[config.mk]
export PLATFORM = sky130hd
export DESIGN_NAME = booth_mult_tile
export DESIGN_NICKNAME = d
export VERILOG_FILES = /design/src/rtl/booth_mult_pkg.sv /design/src/rtl/booth_ppgen.sv /design/src/rtl/csa_tree.sv /design/src/rtl/cla_adder.sv /design/src/rtl/booth_mult_tile.sv
export SDC_FILE = /design/constraint.sdc
export NUM_CORES = 1
export LEC_CHECK = 0
export BUFFER_PORTS_ARGS = -buffer_cell sky130_fd_sc_hd__buf_2
export CAP_MARGIN = 20
export CORE_MARGIN = 10
export CORE_UTILIZATION = 50
export CTS_BUF_LIST = sky130_fd_sc_hd__clkbuf_4 sky130_fd_sc_hd__clkbuf_8 sky130_fd_sc_hd__clkbuf_16
export CTS_CLUSTER_DIAMETER = 40
export CTS_CLUSTER_SIZE = 28
export DETAILED_ROUTE_END_ITERATION = 6
export PLACE_DENSITY = 0.67
export SLEW_MARGIN = 10
export SYNTH_ARGS = -nofsm -noshare
export SYNTH_HDL_FRONTEND = slang
export SYNTH_SLANG_ARGS = --single-unit
[constraint.sdc]
create_clock -name clk -period 10.8 [get_ports clk]
set_input_delay 0 -clock clk [delete_from_list [all_inputs] [get_ports clk]]
set_output_delay 0 -clock clk [all_outputs]
set_load 0.01 [all_outputs]
[src/rtl/booth_mult_pkg.sv]
package booth_mult_pkg;

  // One radix-4 Booth digit: sign and magnitude select (0, 1 or 2).
  typedef struct packed {
    logic neg;
    logic one;
    logic two;
  } booth_dig_t;

  typedef enum logic [1:0] {
    TM_COMB = 2'd0,
    TM_REG  = 2'd1,
    TM_PIPE = 2'd2
  } timing_t;

  // Recode the bit triple {b[2i+1], b[2i], b[2i-1]} into a digit.
  function automatic booth_dig_t booth_encode(input logic [2:0] trip);
    booth_dig_t d;
    d.neg = trip[2];
    d.one = trip[1] ^ trip[0];
    d.two = (trip == 3'b100) || (trip == 3'b011);
    return d;
  endfunction

  // Decode the static timing inputs; the pipeline setting dominates.
  function automatic timing_t timing_select(input logic sync_bit, input logic pipe_bit);
    if (pipe_bit)      return TM_PIPE;
    else if (sync_bit) return TM_REG;
    else               return TM_COMB;
  endfunction

  // Number of rows left after one layer of 3:2 compression.
  function automatic int rows_after_layer(input int n);
    return n - (n / 3);
  endfunction

endpackage

[src/rtl/booth_ppgen.sv]
module booth_ppgen
  import booth_mult_pkg::*;
#(
  parameter int OP_W = 18
) (
  input  logic [OP_W-1:0]   a_x,
  input  logic [OP_W-1:0]   b_x,
  output logic [2*OP_W-1:0] rows [OP_W/2+1]
);
  localparam int PW  = 2 * OP_W;
  localparam int NPP = OP_W / 2;

  logic [OP_W:0]   b_pad;
  logic [PW-1:0]   a_se;
  logic [PW-1:0]   neg_row;

  assign b_pad = {b_x, 1'b0};
  assign a_se  = {{OP_W{a_x[OP_W-1]}}, a_x};
  assign neg_row[PW-1:OP_W] = '0;

  for (genvar i = 0; i < NPP; i++) begin : g_digit
    booth_dig_t  dig;
    logic [PW-1:0] mag;
    assign dig = booth_encode(b_pad[2*i+2:2*i]);
    assign mag = dig.one ? a_se : (dig.two ? (a_se << 1) : '0);
    // One's complement here; the +1 lives in the correction row.
    assign rows[i] = (dig.neg ? ~mag : mag) << (2 * i);
    assign neg_row[2*i]   = dig.neg;
    assign neg_row[2*i+1] = 1'b0;
  end

  assign rows[NPP] = neg_row;

endmodule

[src/rtl/csa_tree.sv]
module csa_tree
  import booth_mult_pkg::*;
#(
  parameter int W = 36,
  parameter int N = 10
) (
  input  logic [W-1:0] rows [N],
  output logic [W-1:0] sum_row,
  output logic [W-1:0] carry_row
);
  function automatic int rows_at(input int lvl);
    int n;
    n = N;
    for (int k = 0; k < lvl; k++) n = rows_after_layer(n);
    return n;
  endfunction

  function automatic int layer_count();
    int n;
    int l;
    n = N;
    l = 0;
    while (n > 2) begin
      n = rows_after_layer(n);
      l++;
    end
    return l;
  endfunction

  localparam int NLV = layer_count();

  logic [W-1:0] lv [NLV+1][N];

  for (genvar r = 0; r < N; r++) begin : g_in
    assign lv[0][r] = rows[r];
  end

  for (genvar l = 0; l < NLV; l++) begin : g_layer
    localparam int NIN  = rows_at(l);
    localparam int NG   = NIN / 3;
    localparam int NOUT = rows_at(l + 1);
    for (genvar g = 0; g < NG; g++) begin : g_csa
      logic [W-1:0] x, y, z;
      assign x = lv[l][3*g];
      assign y = lv[l][3*g+1];
      assign z = lv[l][3*g+2];
      assign lv[l+1][2*g]   = x ^ y ^ z;
      assign lv[l+1][2*g+1] = ((x & y) | (x & z) | (y & z)) << 1;
    end
    for (genvar k = 0; k < NIN - 3*NG; k++) begin : g_pass
      assign lv[l+1][2*NG+k] = lv[l][3*NG+k];
    end
    for (genvar r = NOUT; r < N; r++) begin : g_zero
      assign lv[l+1][r] = '0;
    end
  end

  assign sum_row   = lv[NLV][0];
  assign carry_row = lv[NLV][1];

endmodule

[src/rtl/cla_adder.sv]
module cla_adder #(
  parameter int W = 36
) (
  input  logic [W-1:0] x,
  input  logic [W-1:0] y,
  output logic [W-1:0] s
);
  logic [W-1:0] half;
  logic [W-1:0] grp_g;

  // Parallel-prefix lookahead: after the loop grp_g[i] says a carry
  // leaves bit i given a zero carry into bit 0.
  always_comb begin
    logic [W-1:0] gk;
    logic [W-1:0] pk;
    gk = x & y;
    pk = x ^ y;
    for (int d = 1; d < W; d = d * 2) begin
      for (int i = W - 1; i >= d; i--) begin
        gk[i] = gk[i] | (pk[i] & gk[i-d]);
        pk[i] = pk[i] & pk[i-d];
      end
    end
    grp_g = gk;
  end

  assign half = x ^ y;
  assign s    = half ^ {grp_g[W-2:0], 1'b0};

endmodule

[src/rtl/booth_mult_tile.sv]
module booth_mult_tile
  import booth_mult_pkg::*;
#(
  parameter int OP_W = 18
) (
  input  logic              clk,
  input  logic              rst,
  input  logic              ce,
  input  logic              cfg_unsigned,
  input  logic              cfg_sync,
  input  logic              cfg_pipe,
  input  logic [OP_W-1:0]   a,
  input  logic [OP_W-1:0]   b,
  output logic [2*OP_W-1:0] p
);
  // OP_W must be even and at least 4.
  localparam int PW    = 2 * OP_W;
  localparam int NPP   = OP_W / 2;
  localparam int NROWS = NPP + 1;

  timing_t       tm_sel;
  logic [OP_W-1:0] a_x, b_x;
  logic [PW-1:0] pp_rows [NROWS];
  logic [PW-1:0] tree_sum, tree_carry;
  logic [PW-1:0] st_sum, st_carry;
  logic [PW-1:0] add_x, add_y, add_out;
  logic [PW-1:0] out_q;
  logic          reg_load;

  assign tm_sel   = timing_select(cfg_sync, cfg_pipe);
  assign reg_load = ce && !rst;

  // Narrow unsigned operands become non-negative full-width values.
  assign a_x = cfg_unsigned ? {1'b0, a[OP_W-2:0]} : a;
  assign b_x = cfg_unsigned ? {1'b0, b[OP_W-2:0]} : b;

  booth_ppgen #(.OP_W(OP_W)) u_ppgen (
    .a_x  (a_x),
    .b_x  (b_x),
    .rows (pp_rows)
  );

  csa_tree #(.W(PW), .N(NROWS)) u_tree (
    .rows      (pp_rows),
    .sum_row   (tree_sum),
    .carry_row (tree_carry)
  );

  // Stage one bank: after reduction.
  always_ff @(posedge clk) begin
    if (rst) begin
      st_sum   <= '0;
      st_carry <= '0;
    end else if (ce) begin
      st_sum   <= tree_sum;
      st_carry <= tree_carry;
    end
  end

  assign add_x = (tm_sel == TM_PIPE) ? st_sum   : tree_sum;
  assign add_y = (tm_sel == TM_PIPE) ? st_carry : tree_carry;

  cla_adder #(.W(PW)) u_cla (
    .x (add_x),
    .y (add_y),
    .s (add_out)
  );

  // Stage two bank / output register.
  always_ff @(posedge clk) begin
    if (rst)     out_q <= '0;
    else if (ce) out_q <= add_out;
  end

  assign p = (tm_sel == TM_COMB) ? add_out : out_q;

endmodule

==> flow_metrics.env <==
export IMPL_antenna_found_initial=0
export IMPL_path_clk_slew_ps=80
export IMPL_post_route_util=0.5355
export IMPL_cts_tree="built"
export IMPL_antenna_left=0
export IMPL_finalMaxSlewViolations=0
export IMPL_endpoint="p[29]"
export IMPL_hold_viol=0
export IMPL_synth_area_um2=14640
export IMPL_detail_route_wl_per_cell_um=19.22
export IMPL_drive_gt1_frac=0.1070
export IMPL_core_area_um2=28780
export IMPL_fin_crit_sh=0.7592
export IMPL_yosys_area_top_type="fa_1"
export IMPL_endpoint_kind="primary output"
export IMPL_initial_core_util=0.5086
export IMPL_fin_skew_ps=11.43
export IMPL_grt_setup_unrepaired="no"
export IMPL_netlist_instances=1699
export IMPL_synthFlopType="dfxtp_1"
export IMPL_hold_class="in -> reg"
export IMPL_yosysMostFrequentCell="inv_1"
export IMPL_cts_setup_buffers=0
export IMPL_die_x_um=191.1
export IMPL_n_fill_cell=2682
export IMPL_synth_nets=1995
export IMPL_critPathKind="in -> out"
export IMPL_cts_buffers=9
export IMPL_crit_path_start="b[9]"
export IMPL_fin_hold_ws_ps=15.09
export IMPL_place_congestion=0.9102
export IMPL_cts_resized=0
export IMPL_track_usage=0.2204
export IMPL_routed_via_density=5.713
export IMPL_synth_seq_area_share=0.1422
export IMPL_die_y_um=191.1
export IMPL_cts_sinks=104
export IMPL_cp_arrival_ps=8200
export IMPL_dpl_hpwl_um=29890
export IMPL_h_tree_depth=3
export IMPL_rr_endpoint="out_q[29]$_SDFFE_PP0P_"
export IMPL_grt_remaining_overflow=0
export IMPL_finalSetupViolations=0
export IMPL_ys_warn_count=0
export IMPL_grt_pass1_vias=11930
export IMPL_cp_required_ps=10800
export IMPL_max_freq_mhz=122.0
export IMPL_netlist_area_leader_share=0.2106
export IMPL_antenna_diode_count=0
export IMPL_async_flop_share=0
export IMPL_drc=0
export IMPL_drt_pass1_iter_count=5
export IMPL_synthTopCellsByArea="fa_1, dfxtp_1, xnor2_1, ha_1, a22oi_1"
export IMPL_r2r_start="st_carry[10]$_SDFFE_PP0P_"
export IMPL_num_rows=62
export IMPL_synth_enable_flop_cells=0
export IMPL_grt_pass1_wl_um=65850
export IMPL_worstPathMaxFanout=22
export IMPL_synth_seq_cells=104
export IMPL_final_nets=1964
export IMPL_grt_start_max_net_pins=85
export IMPL_avgSynthCellArea_um2=8.616
export IMPL_clock_root_buffer="clkbuf_16"
export IMPL_yosysUniqueCellTypes=60
export IMPL_worst_pin_slew_ps=1179
export IMPL_critPathLaunchType="input pin"
export IMPL_fin_crit_ps=8200
export IMPL_hold_buffers=0
export IMPL_io_buffers=77
export IMPL_relSlewSlack=0.2070
export IMPL_drt_total_wl_um=39540
export IMPL_syn2layout_area_growth_pct=5.291
export IMPL_outcome="complete, no violations"
export IMPL_pin_count=78
export IMPL_rr_worst_depth=9
export IMPL_synth_common_cells="inv_1, xnor2_1, fa_1, a22oi_1, nand2_1"
export IMPL_r2r_setup_slack_ps=7610
export IMPL_setup_tns_final_ps=0
export IMPL_placed_cell_area_um2=15110
export IMPL_final_area_um2=15410
export IMPL_drv_cap=0
export IMPL_die_area_um2=36520
export IMPL_vias=11750
export IMPL_drt_iter0_markers=854
export IMPL_insertion_delay_ps=360
export IMPL_cts_max_path_buffers=2
## metrics by stage
step / cells / worst slack (ps)
after floorplan: 1699 / 4329
after global placement: 2034 / 2570
after detailed placement: 2040 / 2541
after CTS: 2056 / 2482
after global routing: 2057 / 2023
final: 2057 / 2600
## critical path: stages
cell      delay, ps
buf_2           490
inv_1           320
ha_1            660
nor2_1          630
buf_4           290
a22oi_1          90
xnor2_1         200
fa_1            590
inv_1            80
fa_1            550
inv_1            60
fa_1            510
inv_1            60
fa_1            380
fa_1            550
mux2i_1         100
ha_1            440
nand2_1         100
a211oi_1        510
nand3_1         240
a31oi_1         480
a311oi_1        200
xnor2_1         300
mux2_2          220
buf_2           130
## metal layers
layer	vias up	global-route usage	routed length, µm
li1	5601	-	-
met1	5656	0.3270	18830
met4	0	0.05228	696
met3	48	0.04118	3123
met2	447	0.3220	16890
met5	-	0	0
## logic make-up after synthesis
group	share of synthesized area
AO/OA/AOI/OAI	0.1615
buffers and inverters	0.08727
XOR/XNOR	0.1173
multiplexers	0.1001
AND/OR/NAND/NOR	0.09556
flip-flops	0.1422
adder cells (fa/ha/maj)	0.2961
## state kept, by name, indices dropped and copies added, names as in the netlist
| signal | flops |
|---|---|
| st_sum | 36 |
| st_carry | 32 |
| out_q | 36 |
## layout by cell type (no fill, tap or decap), drive strengths merged, types with 4 or more instances in the layout
master / n
mux2i: 83
and2: 4
and4: 4
o21ai: 64
a22oi: 136
nand2b: 8
a211oi: 26
ha: 100
nor3: 13
a21oi: 42
o31ai: 8
mux2: 56
xor2: 39
or3: 4
nor2: 122
nor2b: 5
dfxtp: 104
a21o: 15
fa: 154
o21bai: 5
buf: 93
nand4: 4
nand2: 128
a31oi: 10
xnor2: 157
clkbuf: 9
and3: 8
inv: 208
nand3: 18
a22o: 7
## layout make-up
| type | count | area, µm² | share of cell area |
|---|---|---|---|
| sequential | 104 | 2082 | 0.1351 |
| clock buffer | 9 | 225.2 | 0.01461 |
| tap | 384 | 480.5 | 0.03117 |
| multi-input combinational | 1257 | 11280 | 0.7318 |
| inverter | 203 | 762.0 | 0.04944 |
| timing repair buffer | 93 | 511.7 | 0.03320 |
| clock inverter | 7 | 72.57 | 0.004709 |
## how the worst min path moves through the flow
stage	startpoint	to	slack, ps	depth (start not counted)
final	rst	st_carry[35]$_SDFFE_PP0P_	20	2
after global routing	rst	st_carry[35]$_SDFFE_PP0P_	20	2
after CTS	rst	st_carry[35]$_SDFFE_PP0P_	6	2
after detailed placement	rst	st_carry[35]$_SDFFE_PP0P_	380	2
after global placement	rst	st_carry[35]$_SDFFE_PP0P_	380	2
after floorplan	b[0]	p[0]	240	2
Power is not shown: default switching activity piles up to over one toggle a cycle in this logic, so the estimate is an artifact.
